--- config.mk ---
export PLATFORM = sky130hd
export DESIGN_NAME = ovl_issue_gate
export DESIGN_NICKNAME = d
export VERILOG_FILES = /design/src/rtl/ovl_pkg.sv /design/src/rtl/ovl_rst_sync.sv /design/src/rtl/ovl_range_cmp.sv /design/src/rtl/ovl_track_table.sv /design/src/rtl/ovl_issue_gate.sv
export SDC_FILE = /design/constraint.sdc
export NUM_CORES = 2
export LEC_CHECK = 0
export BUFFER_PORTS_ARGS = -buffer_cell sky130_fd_sc_hd__clkbuf_2
export CAP_MARGIN = 10
export CORE_MARGIN = 2
export CORE_UTILIZATION = 55
export CTS_BUF_LIST = sky130_fd_sc_hd__clkbuf_8
export DETAILED_ROUTE_END_ITERATION = 12
export PLACE_DENSITY = 0.73
export SYNTH_ARGS = -nofsm -noshare
export SYNTH_HDL_FRONTEND = slang
export SYNTH_SLANG_ARGS = --single-unit
--- constraint.sdc ---
create_clock -name clk -period 9.46 [get_ports clk]
set_input_delay 0.946 -clock clk [delete_from_list [all_inputs] [get_ports clk]]
set_output_delay 0.946 -clock clk [all_outputs]
set_load 0.01 [all_outputs]
--- src/rtl/ovl_pkg.sv ---
package ovl_pkg;
  // Table index for each tracked direction
  typedef enum logic {
    DIR_RD = 1'b0,
    DIR_WR = 1'b1
  } ovl_dir_e;

  localparam int OVL_NDIR = 2;
endpackage

--- src/rtl/ovl_rst_sync.sv ---
module ovl_rst_sync (
  input  logic clk,
  input  logic rst_n,
  output logic rst_n_sync
);
  logic [1:0] sync_q;

  always_ff @(posedge clk or negedge rst_n) begin
    if (!rst_n) sync_q <= 2'b00;
    else        sync_q <= {sync_q[0], 1'b1};
  end

  assign rst_n_sync = sync_q[1];
endmodule

--- src/rtl/ovl_range_cmp.sv ---
module ovl_range_cmp #(
  parameter int DEPTH = 8,
  parameter int EXT_W = 33
) (
  input  logic [EXT_W-1:0]            lo_i,
  input  logic [EXT_W-1:0]            hi_i,
  input  logic [DEPTH-1:0]            ent_vld_i,
  input  logic [DEPTH-1:0][EXT_W-1:0] ent_lo_i,
  input  logic [DEPTH-1:0][EXT_W-1:0] ent_hi_i,
  output logic [DEPTH-1:0]            hit_o
);
  // One inclusive interval test per stored entry
  for (genvar g = 0; g < DEPTH; g++) begin : g_ent
    assign hit_o[g] = ent_vld_i[g] &&
                      (ent_lo_i[g] <= hi_i) &&
                      (lo_i <= ent_hi_i[g]);
  end
endmodule

--- src/rtl/ovl_track_table.sv ---
module ovl_track_table #(
  parameter  int DEPTH = 8,
  parameter  int ID_W  = 4,
  parameter  int EXT_W = 33,
  localparam int CNT_W = $clog2(DEPTH + 1)
) (
  input  logic                        clk,
  input  logic                        rst_n,
  input  logic                        alloc_i,
  input  logic [EXT_W-1:0]            alloc_lo_i,
  input  logic [EXT_W-1:0]            alloc_hi_i,
  input  logic [ID_W-1:0]             alloc_id_i,
  input  logic                        rel_i,
  input  logic [ID_W-1:0]             rel_id_i,
  output logic [DEPTH-1:0]            vld_o,
  output logic [DEPTH-1:0][EXT_W-1:0] lo_o,
  output logic [DEPTH-1:0][EXT_W-1:0] hi_o,
  output logic [CNT_W-1:0]            cnt_o,
  output logic                        full_o,
  output logic                        empty_o
);
  localparam int IDX_W = (DEPTH > 1) ? $clog2(DEPTH) : 1;

  // Entries are kept compacted: slot 0 is the oldest, valid slots form a prefix.
  logic [DEPTH-1:0]            vld_q, vld_d;
  logic [DEPTH-1:0][EXT_W-1:0] lo_q, lo_d, hi_q, hi_d;
  logic [DEPTH-1:0][ID_W-1:0]  id_q, id_d;
  logic [CNT_W-1:0]            cnt_q, cnt_d, cnt_left;

  // Arrays padded by one empty slot so a shift-down never indexes out of range
  logic [DEPTH:0]              vld_x;
  logic [DEPTH:0][EXT_W-1:0]   lo_x, hi_x;
  logic [DEPTH:0][ID_W-1:0]    id_x;

  logic             found;
  logic [IDX_W-1:0] hit_idx;
  logic             rel_hit;
  logic             alloc_ok;
  logic             upd;

  assign vld_x = {1'b0, vld_q};
  assign lo_x  = {{EXT_W{1'b0}}, lo_q};
  assign hi_x  = {{EXT_W{1'b0}}, hi_q};
  assign id_x  = {{ID_W{1'b0}}, id_q};

  always_comb begin : find_oldest
    found   = 1'b0;
    hit_idx = '0;
    for (int i = 0; i < DEPTH; i++) begin
      if (!found && vld_q[i] && (id_q[i] == rel_id_i)) begin
        found   = 1'b1;
        hit_idx = IDX_W'(i);
      end
    end
  end

  assign rel_hit  = rel_i & found;
  assign cnt_left = cnt_q - CNT_W'(rel_hit);
  assign alloc_ok = alloc_i && (cnt_left < CNT_W'(DEPTH));
  assign cnt_d    = cnt_left + CNT_W'(alloc_ok);
  assign upd      = rel_hit | alloc_ok;

  always_comb begin : next_state
    vld_d = vld_q;
    lo_d  = lo_q;
    hi_d  = hi_q;
    id_d  = id_q;
    if (rel_hit) begin
      for (int i = 0; i < DEPTH; i++) begin
        if (IDX_W'(i) >= hit_idx) begin
          vld_d[i] = vld_x[i+1];
          lo_d[i]  = lo_x[i+1];
          hi_d[i]  = hi_x[i+1];
          id_d[i]  = id_x[i+1];
        end
      end
    end
    if (alloc_ok) begin
      for (int i = 0; i < DEPTH; i++) begin
        if (CNT_W'(i) == cnt_left) begin
          vld_d[i] = 1'b1;
          lo_d[i]  = alloc_lo_i;
          hi_d[i]  = alloc_hi_i;
          id_d[i]  = alloc_id_i;
        end
      end
    end
  end

  always_ff @(posedge clk or negedge rst_n) begin : ctl_regs
    if (!rst_n) begin
      vld_q <= '0;
      cnt_q <= '0;
    end else if (upd) begin
      vld_q <= vld_d;
      cnt_q <= cnt_d;
    end
  end

  always_ff @(posedge clk) begin : data_regs
    if (upd) begin
      lo_q <= lo_d;
      hi_q <= hi_d;
      id_q <= id_d;
    end
  end

  assign vld_o   = vld_q;
  assign lo_o    = lo_q;
  assign hi_o    = hi_q;
  assign cnt_o   = cnt_q;
  assign full_o  = (cnt_q == CNT_W'(DEPTH));
  assign empty_o = (cnt_q == '0);
endmodule

--- src/rtl/ovl_issue_gate.sv ---
module ovl_issue_gate
  import ovl_pkg::*;
#(
  parameter int                ADDR_W      = 32,
  parameter int                LEN_W       = 8,
  parameter int                SIZE_W      = 3,
  parameter int                ID_W        = 4,
  parameter int                DEPTH       = 8,
  parameter logic [ADDR_W-1:0] PERIPH_BASE = 'hF000_0000,
  parameter logic [ADDR_W-1:0] PERIPH_MASK = 'hF000_0000
) (
  input  logic              clk,
  input  logic              rst_n,
  input  logic              req_valid,
  input  logic              req_is_wr,
  input  logic [ADDR_W-1:0] req_addr,
  input  logic [LEN_W-1:0]  req_len,
  input  logic [SIZE_W-1:0] req_size,
  input  logic [ID_W-1:0]   req_id,
  input  logic              req_issue,
  output logic              req_permit,
  input  logic              rd_done_valid,
  input  logic [ID_W-1:0]   rd_done_id,
  input  logic              wr_done_valid,
  input  logic [ID_W-1:0]   wr_done_id
);
  // One extra bit keeps the end of a burst near the top of memory from wrapping
  localparam int EXT_W = ADDR_W + 1;
  localparam int CNT_W = $clog2(DEPTH + 1);

  logic rst_n_sync;

  ovl_rst_sync u_rst_sync (
    .clk        (clk),
    .rst_n      (rst_n),
    .rst_n_sync (rst_n_sync)
  );

  // Byte range of the presented request
  logic [EXT_W-1:0] beats, span, req_lo, req_hi;
  assign beats  = EXT_W'(req_len) + EXT_W'(1);
  assign span   = beats << req_size;
  assign req_lo = EXT_W'(req_addr);
  assign req_hi = req_lo + span - EXT_W'(1);

  logic [OVL_NDIR-1:0]                       alloc, rel, full, empty;
  logic [OVL_NDIR-1:0][ID_W-1:0]             rel_id;
  logic [OVL_NDIR-1:0][DEPTH-1:0]            vld, hit;
  logic [OVL_NDIR-1:0][DEPTH-1:0][EXT_W-1:0] ent_lo, ent_hi;
  logic [OVL_NDIR-1:0][CNT_W-1:0]            cnt;

  assign rel[DIR_RD]    = rd_done_valid;
  assign rel_id[DIR_RD] = rd_done_id;
  assign rel[DIR_WR]    = wr_done_valid;
  assign rel_id[DIR_WR] = wr_done_id;

  ovl_dir_e own_dir, opp_dir;
  assign own_dir = req_is_wr ? DIR_WR : DIR_RD;
  assign opp_dir = req_is_wr ? DIR_RD : DIR_WR;

  for (genvar d = 0; d < OVL_NDIR; d++) begin : g_dir
    assign alloc[d] = req_issue & req_permit & (own_dir == ovl_dir_e'(d));

    ovl_track_table #(
      .DEPTH (DEPTH),
      .ID_W  (ID_W),
      .EXT_W (EXT_W)
    ) u_tbl (
      .clk        (clk),
      .rst_n      (rst_n_sync),
      .alloc_i    (alloc[d]),
      .alloc_lo_i (req_lo),
      .alloc_hi_i (req_hi),
      .alloc_id_i (req_id),
      .rel_i      (rel[d]),
      .rel_id_i   (rel_id[d]),
      .vld_o      (vld[d]),
      .lo_o       (ent_lo[d]),
      .hi_o       (ent_hi[d]),
      .cnt_o      (cnt[d]),
      .full_o     (full[d]),
      .empty_o    (empty[d])
    );

    ovl_range_cmp #(
      .DEPTH (DEPTH),
      .EXT_W (EXT_W)
    ) u_cmp (
      .lo_i      (req_lo),
      .hi_i      (req_hi),
      .ent_vld_i (vld[d]),
      .ent_lo_i  (ent_lo[d]),
      .ent_hi_i  (ent_hi[d]),
      .hit_o     (hit[d])
    );
  end

  logic req_periph, own_full, opp_empty, opp_hit;
  assign req_periph = (req_addr & PERIPH_MASK) == PERIPH_BASE;
  assign own_full   = full[own_dir];
  assign opp_empty  = empty[opp_dir];
  assign opp_hit    = |hit[opp_dir];

  assign req_permit = req_valid & ~own_full &
                      (req_periph ? opp_empty : ~opp_hit);

  // Occupancy seen by the bound checker
  logic [CNT_W-1:0] cnt_rd, cnt_wr;
  assign cnt_rd = cnt[DIR_RD];
  assign cnt_wr = cnt[DIR_WR];
endmodule

==> metrics.txt <==
PwrDens 160 nW/µm²; routed wire length 289 mm; pin count of the biggest net entering global routing 77; initial antenna violation count 20; Worst path top cell family by delay compound AO/OA/AOI/OAI gates; first-pass GRT wire length between 400 and 500 mm; later-pin clock latency in the skew report 1.00 ns; clock root buffer master sky130_fd_sc_hd__clkbuf_8; die footprint 163000 µm²; die extent in x 404 µm; synth top area cells sky130_fd_sc_hd__edfxtp_1 (38%), sky130_fd_sc_hd__mux2i_1 (19%), sky130_fd_sc_hd__ha_1 (14%), sky130_fd_sc_hd__a21oi_1 (4.0%), sky130_fd_sc_hd__inv_1 (2.7%); final count of negative-setup-slack endpoints 0; Clock Skew 0.0587 ns; area of combinational cells with multiple inputs 50000 µm²; ports placed on the boundary 63; WP buf/inv 8; Synth Flop Type sky130_fd_sc_hd__edfxtp_1; footprint of the flip-flops and latches approximately 34000 µm²; IO buf count 62; # nets final slightly below 10000; Final HPWL DP approximately 220 mm; DR DRC count 0; utilization after layout 61.7%; reg-to-reg endpoint g_dir[0].u_tbl.hi_o[47]$_DFFE_PP_; starting utilization of the core area between 50% and 60%; final worst hold slack 0.266 ns; Internal Pwr Total 0.00991 W; Max rail drop VDD 157 µV; mean number of vias per cell 6.43; Synthesized Nets 9429; maximum level of the CTS H-tree 4; total clock sinks approximately 1100; per-cell routed wire length 26.5 µm; vias in the first global route 71000; number of inserted filler cells in the final layout 12900; delay of the slowest cell on the worst path about 0.65 ns; run status completed; count of nets left with antenna violations after detail routing 0; cell total after placement around 10000; net switching component of the power 0.00574 W; fraction of layout instances using a drive strength above 1 11.2%; maximum buffer depth of the clock tree 3; share of total power in sequential cells 38.7%; required time of the critical path 8.51 ns; crit end category output pin; Highest Clock Rate 107 MHz; cell mode on critical path sky130_fd_sc_hd__buf_4; hold violation count in the final report 0; number of cells on the worst reg-to-reg path 21; combined global-route utilization of all metal layers 34.8%; part of the total power dissipated in combinational logic 33.4%; final cycle utilization of the critical path 99.2%; Synth cell types 103; Pre-antenna DRT Iters 8; Clock Power Share 27.9%; Detailed Route Iter0 Violations 6799; Cell Rows 146; Placeable Area 159000 µm²; GR Overflow Total 0; total number of vias 70100; Yosys warning total 0; per-instance average area after synthesis ~10 µm²; max-cap violation count 0; portion of synthesized cell area occupied by the leading cell type a little under two fifths; portion of the post-synthesis area used by sequential elements roughly two fifths; worst slew margin relative to its limit 2.99%; P&R area growth vs syn 11.3%; CP Data Arrival Time 8.43 ns; type of origin of the critical path primary input; WS Path Type in -> out; synthesized area 87900 µm²; total count of max-transition violations in the final report 0; die span in y 404 µm; standard cell with the maximum stage delay on the critical path sky130_fd_sc_hd__nor4_1; Final Non-Filler Cells around 11000; cell type contributing the most total cell area after synthesis sky130_fd_sc_hd__edfxtp_1; highest net fanout along the worst path 6; worst flop-to-flop path startpoint g_dir[1].u_tbl.hi_o[212]$_DFFE_PP_; slew at the pin closest to its max-slew limit 1.44 ns; sum of negative setup slack 0 ns; switch share 36.7%; number of buffers created by CTS between 200 and 250; Reg clk slew, reported paths about 0.06 ns; final weighted congestion in routability-driven placement 1.03; time the final worst path needs with I/O delays and setup 9.38 ns; post-synthesis async set-or-reset flop share approximately 2.3%; register bit total from synthesis 1146; Register-to-Register Setup Slack 2.07 ns; number of synthesized flops with an enable pin 1120; class of the tightest hold or removal check in -> async; Mapped Cells 8380; CTS tree done; leakage 50.9 nW
[repair_timing]
action,CTS,global route
resized for setup,9,70
buffers inserted,1,25
endpoints found under the hold margin,2,0
setup endpoints to repair,1,1
hold buffers,1,0
pin swaps,6,45
[area by class of cell]
type                    count  share of cell area [%]
inverters                 663                    2.55
well taps                2072                    2.65
diodes                     11                  0.0281
repair buffers            499                    4.93
clock inverters           162                   0.754
clock buffers             213                    2.99
multi-input cells        6124                    51.1
flip-flops and latches   1146                    35.0
[how the worst max path moves through the flow]
stage / startpoint / slack (ns) / cells after the start / end
after CTS: req_len[0] / 0.02 / 38 / req_permit
after global placement: req_len[0] / -0.36 / 42 / g_dir[0].u_tbl.hi_o[34]$_DFFE_PP_
final: req_len[1] / 0.08 / 40 / req_permit
after global routing: req_len[1] / -0.11 / 40 / req_permit
after detailed placement: req_len[4] / -0.39 / 44 / g_dir[0].u_tbl.lo_o[5]$_DFFE_PP_
after floorplan: req_len[0] / -6.13 / 38 / g_dir[0].u_tbl.hi_o[0]$_DFFE_PP_
[worst reg2reg max path, delay by kind of cell (launching register included)]
| family | cells | cell delay [ns] |
|---|---|---|
| multiplexers | 1 | 0.34 |
| adder cells (fa/ha/maj) | 1 | 0.28 |
| AND/OR/NAND/NOR | 9 | 3.87 |
| buffers and inverters | 7 | 1.45 |
| flip-flops | 1 | 0.40 |
| AO/OA/AOI/OAI | 3 | 0.89 |
[synth_stat cells, drive strengths merged (15+ instances only)]
library cell / count
mux2i: 1661
edfxtp: 1120
ha: 986
a21oi: 711
inv: 663
nor2: 590
nand2: 397
clkbuf: 252
o21ai: 209
buf: 195
nand4: 169
a21o: 158
nand3: 124
xnor2: 93
nor3: 88
xor2: 81
nor2b: 68
a211oi: 67
nor4: 63
o211ai: 59
o21a: 46
a31oi: 37
and2: 34
maj3: 32
and3: 31
dfrtp: 26
nand2b: 24
o31ai: 22
a221oi: 21
and4: 20
a2111oi: 19
o21bai: 18
mux2: 17
nand4b: 17
o2111ai: 17
or4: 16
o311ai: 15
or2: 15
[routing by layer]
metal,GRT usage (%),up-vias,wire [µm]
met5,0,-,32
met4,24.7,6,22800
met3,7.15,933,24100
met2,57.0,3062,134000
met1,40.8,34400,107000
li1,-,31700,-
[power groups by stage]
stage	Sequential [W]	Combinational, W	Clock [W]
floorplan	0.00617	0.00302	0
global placement	0.00615	0.00483	0
detailed placement	0.00615	0.00500	0
CTS	0.00605	0.00503	0.00440
global route	0.00607	0.00563	0.00461
finish	0.00606	0.00523	0.00436
[state kept, by name (all words and copies together), names as in the netlist]
register / count
g_dir.u_tbl.id_q: 64
u_rst_sync.sync_q: 2
g_dir.u_tbl.lo_o: 528
g_dir.u_tbl.vld_o: 16
g_dir.u_tbl.hi_o: 528
g_dir.u_tbl.cnt_o: 8
[cells in the final DEF, fill, tap and decap left out, drive strengths merged, types with 21 or more instances in the layout]
| master | synthesis | routed |
|---|---|---|
| a21o | 158 | 158 |
| buf | 195 | 437 |
| and3 | 31 | 31 |
| mux2i | 1661 | 1661 |
| a21oi | 711 | 711 |
| nor2 | 590 | 590 |
| o21a | 46 | 46 |
| inv | 663 | 749 |
| nand2 | 397 | 397 |
| o21ai | 209 | 209 |
| o31ai | 22 | 22 |
| nand4 | 169 | 169 |
| nand2b | 24 | 24 |
| nand3 | 124 | 124 |
| o211ai | 59 | 59 |
| and2 | 34 | 34 |
| clkbuf | 252 | 274 |
| clkinv | 0 | 72 |
| nor2b | 68 | 68 |
| a31oi | 37 | 37 |
| dfrtp | 26 | 26 |
| ha | 986 | 986 |
| maj3 | 32 | 32 |
| xor2 | 81 | 81 |
| xnor2 | 93 | 93 |
| nor4 | 63 | 63 |
| edfxtp | 1120 | 1120 |
| a221oi | 21 | 21 |
| nor3 | 88 | 88 |
| a211oi | 67 | 67 |
[cells by family (layout without fill, tap and decap cells)]
logic type | Yosys count | in the layout | synth area share (%)
AOI/OAI and AO/OA | 1535 | 1535 | 10.8
xor gates and xnor gates | 180 | 180 | 1.90
adders and majority gates | 1019 | 1019 | 14.4
buffers and inverters | 1110 | 1537 | 5.44
DFF | 1146 | 1146 | 39.0
muxes | 1678 | 1678 | 19.1
other | 1 | 12 | 0.00426
and+or+nand+nor | 1711 | 1711 | 9.37
[stage by stage]
step / setup slack (ns) / power, W / instance area (µm²)
after global routing: -0.115 / 0.0163 / 97900
after floorplan: -6.13 / 0.00919 / 88400
after global placement: -0.363 / 0.0110 / 93600
final: 0.0790 / 0.0157 / 97900
after CTS: 0.0168 / 0.0155 / 97400
after detailed placement: -0.386 / 0.0112 / 93600
Note: power is estimated with default switching activity, not from simulation.
